==> src/rtl/mseq_pkg.sv <==
package mseq_pkg;

  typedef enum logic [1:0] {
    PH_CLEAR = 2'd0,
    PH_ARMED = 2'd1,
    PH_COUNT = 2'd2,
    PH_HOLD  = 2'd3
  } phase_t;

  typedef struct packed {
    logic gateClr;   // empty the gate decades
    logic gateAdv;   // advance the gate decades by one base tick
    logic holdRun;   // hold timer active
    logic xferFire;  // launch the transfer strobe
  } ctlStrobe_t;

  function automatic int unsigned ipow(int unsigned base, int unsigned exp);
    int unsigned r = 1;
    for (int unsigned i = 0; i < exp; i++) r = r * base;
    return r;
  endfunction

endpackage

==> src/rtl/mseq_dp.sv <==
module mseq_dp
  import mseq_pkg::*;
#(
  parameter int RADIX       = 10,
  parameter int PRE_STAGES  = 2,
  parameter int GATE_STAGES = 3,
  parameter int HOLD_W      = 13,
  parameter int XFER_CYC    = 1650,
  parameter int SEL_W       = 2
) (
  input  logic              clk,
  input  logic              rstN,
  input  logic              refTick,
  input  logic [SEL_W-1:0]  gateSel,
  input  logic [HOLD_W-1:0] holdSetting,
  input  logic              holdForever,
  input  ctlStrobe_t        ctl,
  output logic              baseTick,
  output logic              gateEnd,
  output logic              holdEnd,
  output logic              xferStrobe
);

  localparam int unsigned PRE_MOD = ipow(RADIX, PRE_STAGES);
  localparam int PRE_W = (PRE_MOD > 1) ? $clog2(PRE_MOD) : 1;
  localparam int DIG_W = $clog2(RADIX);
  localparam int XF_W  = $clog2(XFER_CYC + 1);

  // free-running prescaler, untouched by the loop restart
  logic [PRE_W-1:0] preCnt;
  logic preWrap;
  assign preWrap  = (preCnt == PRE_W'(PRE_MOD - 1));
  assign baseTick = refTick && preWrap;

  always_ff @(posedge clk) begin
    if (!rstN)        preCnt <= '0;
    else if (refTick) preCnt <= preWrap ? '0 : preCnt + 1'b1;
  end

  // gate decades: carry[k+1] fires on the tick that wraps decade k
  logic [GATE_STAGES:0] carry;
  assign carry[0] = ctl.gateAdv;

  for (genvar g = 0; g < GATE_STAGES; g++) begin : gDecade
    logic [DIG_W-1:0] digit;
    logic atTop;
    assign atTop      = (digit == DIG_W'(RADIX - 1));
    assign carry[g+1] = carry[g] && atTop;

    always_ff @(posedge clk) begin
      if (!rstN || ctl.gateClr) digit <= '0;
      else if (carry[g])        digit <= atTop ? '0 : digit + 1'b1;
    end
  end

  always_comb begin
    gateEnd = carry[GATE_STAGES];
    for (int k = 0; k < GATE_STAGES; k++)
      if (int'(gateSel) == k) gateEnd = carry[k+1];
  end

  // display hold timer in base ticks
  logic [HOLD_W-1:0] holdCnt;
  logic holdTick;
  assign holdTick = ctl.holdRun && baseTick;
  assign holdEnd  = holdTick && !holdForever && (holdCnt == holdSetting);

  always_ff @(posedge clk) begin
    if (!rstN || !ctl.holdRun)      holdCnt <= '0;
    else if (holdTick && holdCnt != '1) holdCnt <= holdCnt + 1'b1;
  end

  // transfer strobe width counter
  logic [XF_W-1:0] xferLeft;
  assign xferStrobe = (xferLeft != '0);

  always_ff @(posedge clk) begin
    if (!rstN)             xferLeft <= '0;
    else if (ctl.xferFire) xferLeft <= XF_W'(XFER_CYC);
    else if (xferStrobe)   xferLeft <= xferLeft - 1'b1;
  end

endmodule

==> src/rtl/mseq_ctrl.sv <==
module mseq_ctrl
  import mseq_pkg::*;
#(
  parameter int RST_CYC = 9000
) (
  input  logic       clk,
  input  logic       rstN,
  input  logic       baseTick,
  input  logic       gateEnd,
  input  logic       holdEnd,
  input  logic       inhibit,
  input  logic       extMode,
  input  logic       extStart,
  input  logic       extStop,
  input  logic       manualReset,
  input  logic       extTrigger,
  output ctlStrobe_t ctl,
  output phase_t     phase
);

  localparam int RC_W = (RST_CYC > 1) ? $clog2(RST_CYC) : 1;

  phase_t nextPhase;
  logic [RC_W-1:0] rstCnt;
  logic trigPrev;
  logic restartReq;

  assign restartReq = manualReset || (extTrigger && !trigPrev) || holdEnd;

  always_comb begin
    nextPhase   = phase;
    ctl         = '0;
    ctl.gateClr = (phase == PH_CLEAR);
    ctl.holdRun = (phase == PH_HOLD);
    unique case (phase)
      PH_CLEAR: if (rstCnt == RC_W'(RST_CYC - 1)) nextPhase = PH_ARMED;
      PH_ARMED: begin
        if (extMode) begin
          if (extStart) nextPhase = PH_COUNT;
        end else if (baseTick && !inhibit) begin
          nextPhase   = PH_COUNT;
          ctl.gateAdv = 1'b1;   // start tick is the first gate tick
        end
      end
      PH_COUNT: begin
        ctl.gateAdv = baseTick;
        if (extMode ? extStop : gateEnd) begin
          nextPhase    = PH_HOLD;
          ctl.xferFire = 1'b1;
        end
      end
      PH_HOLD: ;
      default: nextPhase = PH_CLEAR;
    endcase
    if (restartReq) begin
      nextPhase = PH_CLEAR;
      if (phase == PH_COUNT) ctl.xferFire = 1'b1;
    end
  end

  always_ff @(posedge clk) begin
    if (!rstN) begin
      phase    <= PH_CLEAR;
      rstCnt   <= '0;
      trigPrev <= 1'b0;
    end else begin
      phase    <= nextPhase;
      trigPrev <= extTrigger;
      if (phase != PH_CLEAR || restartReq) rstCnt <= '0;
      else                                 rstCnt <= rstCnt + 1'b1;
    end
  end

endmodule

==> src/rtl/gated_meas_seq.sv <==
module gated_meas_seq
  import mseq_pkg::*;
#(
  parameter int RADIX       = 10,
  parameter int PRE_STAGES  = 2,
  parameter int GATE_STAGES = 3,
  parameter int HOLD_W      = 13,
  parameter int RST_CYC     = 9000,
  parameter int XFER_CYC    = 1650,
  parameter int SEL_W       = 2
) (
  input  logic              clk,
  input  logic              rstN,
  input  logic              refTick,
  input  logic [SEL_W-1:0]  gateSel,
  input  logic [HOLD_W-1:0] holdSetting,
  input  logic              holdForever,
  input  logic              inhibit,
  input  logic              extMode,
  input  logic              extStart,
  input  logic              extStop,
  input  logic              manualReset,
  input  logic              extTrigger,
  output logic              countEnable,
  output logic              counterClear,
  output logic              xferStrobe,
  output logic              displayHold
);

  ctlStrobe_t ctl;
  phase_t     phase;
  logic       baseTick;
  logic       gateEnd;
  logic       holdEnd;

  mseq_ctrl #(.RST_CYC(RST_CYC)) u_ctrl (
    .clk(clk), .rstN(rstN), .baseTick(baseTick), .gateEnd(gateEnd),
    .holdEnd(holdEnd), .inhibit(inhibit), .extMode(extMode),
    .extStart(extStart), .extStop(extStop), .manualReset(manualReset),
    .extTrigger(extTrigger), .ctl(ctl), .phase(phase)
  );

  mseq_dp #(
    .RADIX(RADIX), .PRE_STAGES(PRE_STAGES), .GATE_STAGES(GATE_STAGES),
    .HOLD_W(HOLD_W), .XFER_CYC(XFER_CYC), .SEL_W(SEL_W)
  ) u_dp (
    .clk(clk), .rstN(rstN), .refTick(refTick), .gateSel(gateSel),
    .holdSetting(holdSetting), .holdForever(holdForever), .ctl(ctl),
    .baseTick(baseTick), .gateEnd(gateEnd), .holdEnd(holdEnd),
    .xferStrobe(xferStrobe)
  );

  assign countEnable  = (phase == PH_COUNT);
  assign counterClear = (phase == PH_CLEAR);
  assign displayHold  = (phase == PH_HOLD);

endmodule

==> config.mk <==
export PLATFORM = sky130hd
export DESIGN_NAME = gated_meas_seq
export DESIGN_NICKNAME = d
export VERILOG_FILES = /design/src/rtl/mseq_pkg.sv /design/src/rtl/mseq_dp.sv /design/src/rtl/mseq_ctrl.sv /design/src/rtl/gated_meas_seq.sv
export SDC_FILE = /design/constraint.sdc
export NUM_CORES = 1
export LEC_CHECK = 0
export BUFFER_PORTS_ARGS = -buffer_cell sky130_fd_sc_hd__buf_2
export CORE_AREA = 2 2 121 64
export DETAILED_ROUTE_END_ITERATION = 12
export DIE_AREA = 0 0 123 66
export PLACE_DENSITY = 0.62
export SLEW_MARGIN = 30
export SYNTH_ARGS = -nofsm -noshare
export SYNTH_HDL_FRONTEND = slang
export SYNTH_SLANG_ARGS = --single-unit
export TNS_END_PERCENT = 50
==> constraint.sdc <==
create_clock -name clk -period 5.9 [get_ports clk]
set_clock_uncertainty 0.15 [all_clocks]
set_input_delay 1.18 -clock clk [delete_from_list [all_inputs] [get_ports clk]]
set_output_delay 1.18 -clock clk [all_outputs]
set_load 0.05 [all_outputs]
==> run_results.csv <==
group,metric,value,unit
sta,max_frequency,0.2768,GHz
route,vias,2548,
synth,synth_seq_area_share,0.3866,
sta,final_min_period_over_clock_period,0.6124,
layout,area.growth.synth_to_final,18.32,%
clock_network,cts-root-buf,"clkbuf_16",
critical_path,critical_path_type,"flip-flop to output pin",
power_and_ir_drop,irDropWorstVdd,0.1829,mV
layout,fillerInstances,688,
clock_network,tritoncts.num_buffers,9,
sta,tightest_slew,0.6639,ns
layout,nNetsFinal,429,
die,io_count,29,
layout,commonest_cells_after_routing_fill_and_taps_aside,"60 x dfxtp_1, 55 x nor2_1, 28 x nand2_1, 28 x buf_2, 27 x xor2_1",
clock_network,cts_max_path_buffers,2,
critical_path,r2r_setup_slack,3.28,ns
global_routing,grt_antenna_before_repair,0,
clock_network,cts.clk_slew.worst_paths,0.05,ns
layout,num_antenna_cells,0,
flow_run,max_cap_viol_count,0,
synth,synth_area_leaders,"dfxtp_1 39%, xor2_1 7.6%, xnor2_1 6.8%",
route,route.detailed.drc,0,
synth,synth_area_leader_cell,"dfxtp_1",
clock_network,cts_repair_resize_count,0,
sta,fin_setup_tns,0,ns
placed_design,place.detailed.hpwl,4.762,mm
global_routing,grt_usage,0.1782,
placed_design,port-buffer-count,28,
synth,synthesis.area_per_instance,8.488,sq um
worst_hold_path,hp-class,"flip-flop to flip-flop",
route,length_of_the_first_detailed_routing_pass_in_iterations,4,
placed_design,dpl.cell_count,480,
die,die_h,66,microns
synth,synthesis.instances,366,
synth,syn_nets,400,
synth,yosys_register_bits,60,
sta,finalSetupViolCount,0,
sta,timing.hold.ws,0.3014,ns
sta,count_of_final_hold_check_violations,0,
critical_path,timing.critical_path.to_type,"output pin",
layout,layout.cells.most_common,"dfxtp_1",
route,detail_route.wl_per_cell,13.14,microns
die,coreArea,7102,sq um
power_and_ir_drop,power_density,342.6,nW/um^2
clock_network,clk-insertion-delay-late,0.33,ns
power_and_ir_drop,leakagePower,1.331,nW
synth,synth.yosys.warnings,0,
global_routing,via_count_of_the_first_global_routing_pass,2279,
sta,rsz0062_at_grt,"no",
critical_path,timing.critical_path.fanout_max,9,
route,via_per_inst,5.137,
clock_network,postCtsSetupBuffers,0,
route,postRouteWirelength,6.519,mm
synth,synth_largest_type_area_fraction,0.3866,
global_routing,grt_start_max_net_pins,17,
critical_path,data_required_time_at_the_worst_endpoint,4.57,ns
layout,layout.core_utilization,0.5176,
clock_network,post_cts_hold_buffer_count,0,
sta,max_slew_margin,0.5563,
layout,layout-drive-gt1-share,0.1325,
placed_design,place_area,3318,sq um
sta,timing.final.crit_period,3.613,ns
clock_network,cts.sink_count,60,
die,initial_standard_cell_utilization_of_the_core,0.4375,
clock_network,ctsHtreeMaxLevel,3,
critical_path,worst_ep_arrival_time,2.28,ns
placed_design,gp_congestion,0.7816,
power_and_ir_drop,post-layout-total-power,1.259,mW
route,ant_nets,0,
sta,final_critical_path_setup_slack,2.287,ns
clock_network,clock_tree_from_tritoncts,"done",
die,fp.dieW,123,microns
sta,final_max_slew_viol_count,0,
synth,syn-cell-area,3107,sq um
die,core.rowCount,22,
global_routing,grt_first_pass_wirelength,10.96,mm
global_routing,grt_remaining_overflow,0,
layout,fin_cells,496,
critical_path,setup.worst_path.start_class,"flip-flop",
die,die_area,8118,sq um
route,violation_count_after_the_first_detailed_routing_iteration,234,
layout,layout.cell_area.non_filler,3676,sq um
outcome,outcome,"complete, no violations",
synth,ys_types,47,
placed_design,place_ws,2.375,ns
==> metal layers <==
layer | share of wire | vias up | GRT usage
li1 | - | 1320 | -
met1 | 0.54 | 1178 | 0.2555
met2 | 0.40 | 42 | 0.2472
met3 | 0.049 | 8 | 0.06207
met4 | 0.014 | 0 | 0.05540
met5 | 0 | - | 0
==> critical path, cell delays in order (launching register included) <==
cell     delay [ns]
dfxtp_1        0.33
inv_1          0.12
ha_1           0.26
or4b_1         0.48
or4_4          0.52
buf_2          0.25
==> layout make-up <==
cell class              count  area (sq um)  share of cell area
multi-input cells         280          1814              0.4935
repair buffers             28         140.1             0.03812
clock inverters             7         115.1             0.03131
well taps                  96         120.1             0.03268
flip-flops and latches     60          1201              0.3268
inverters                  16         60.06             0.01634
clock buffers               9         225.2             0.06127
==> kinds of logic after synthesis <==
logic type | count (synthesis) | share of synthesized area
simple gates | 169 | 0.2839
buf+inv | 26 | 0.03504
mux | 6 | 0.01933
fa+ha+maj | 9 | 0.03625
compound gates | 45 | 0.09505
xor+xnor | 51 | 0.1438
flops | 60 | 0.3866
==> flip-flops by register name (all words and copies together) (netlist names) <==
name	count
u_ctrl.rstCnt	14
u_dp.holdCnt	13
u_dp.gDecade.digit	12
u_dp.xferLeft	11
u_dp.preCnt	7
u_ctrl.phase	2
u_ctrl.trigPrev	1
==> synthesized netlist by cell type, drive strengths merged <==
master,number
inv,16
a21oi,14
o21bai,1
or2,1
or3,8
o211ai,2
nand3b,1
xor2,27
nor2,55
nor4bb,1
o2111ai,1
or4,3
clkbuf,6
and4,2
nand2b,2
nor2b,6
nor3,14
and2,2
dfxtp,60
o311ai,3
o21a,7
nand3,15
a221o,1
a22o,1
buf,4
nor3b,4
and3,7
a211oi,2
or4b,1
ha,9
o21ai,11
nor4b,1
nand2,28
o31a,1
nand4b,2
xnor2,24
a41oi,1
nand4,11
mux2i,6
nor4,4
nand4bb,1
==> power breakdown <==
| part | internal, mW | leakage (nW) | switching (mW) |
|---|---|---|---|
| logic | 0.0921 | 0.683 | 0.120 |
| clock network | 0.410 | 0.161 | 0.186 |
| registers | 0.431 | 0.486 | 0.0211 |
==> path summary, 6_finish.rpt <==
| kind | start | endpoint | depth (start not counted) |
|---|---|---|---|
| setup / recovery | u_dp.xferLeft[1] | xferStrobe | 5 |
| hold / removal | u_ctrl.rstCnt[0] | u_ctrl.rstCnt[0] | 1 |
| setup reg to reg | u_ctrl.phase[1] | u_dp.xferLeft[9] | 8 |
| hold reg to reg | u_ctrl.rstCnt[0] | u_ctrl.rstCnt[0] | 1 |
Power figures use the tool's default switching activity.
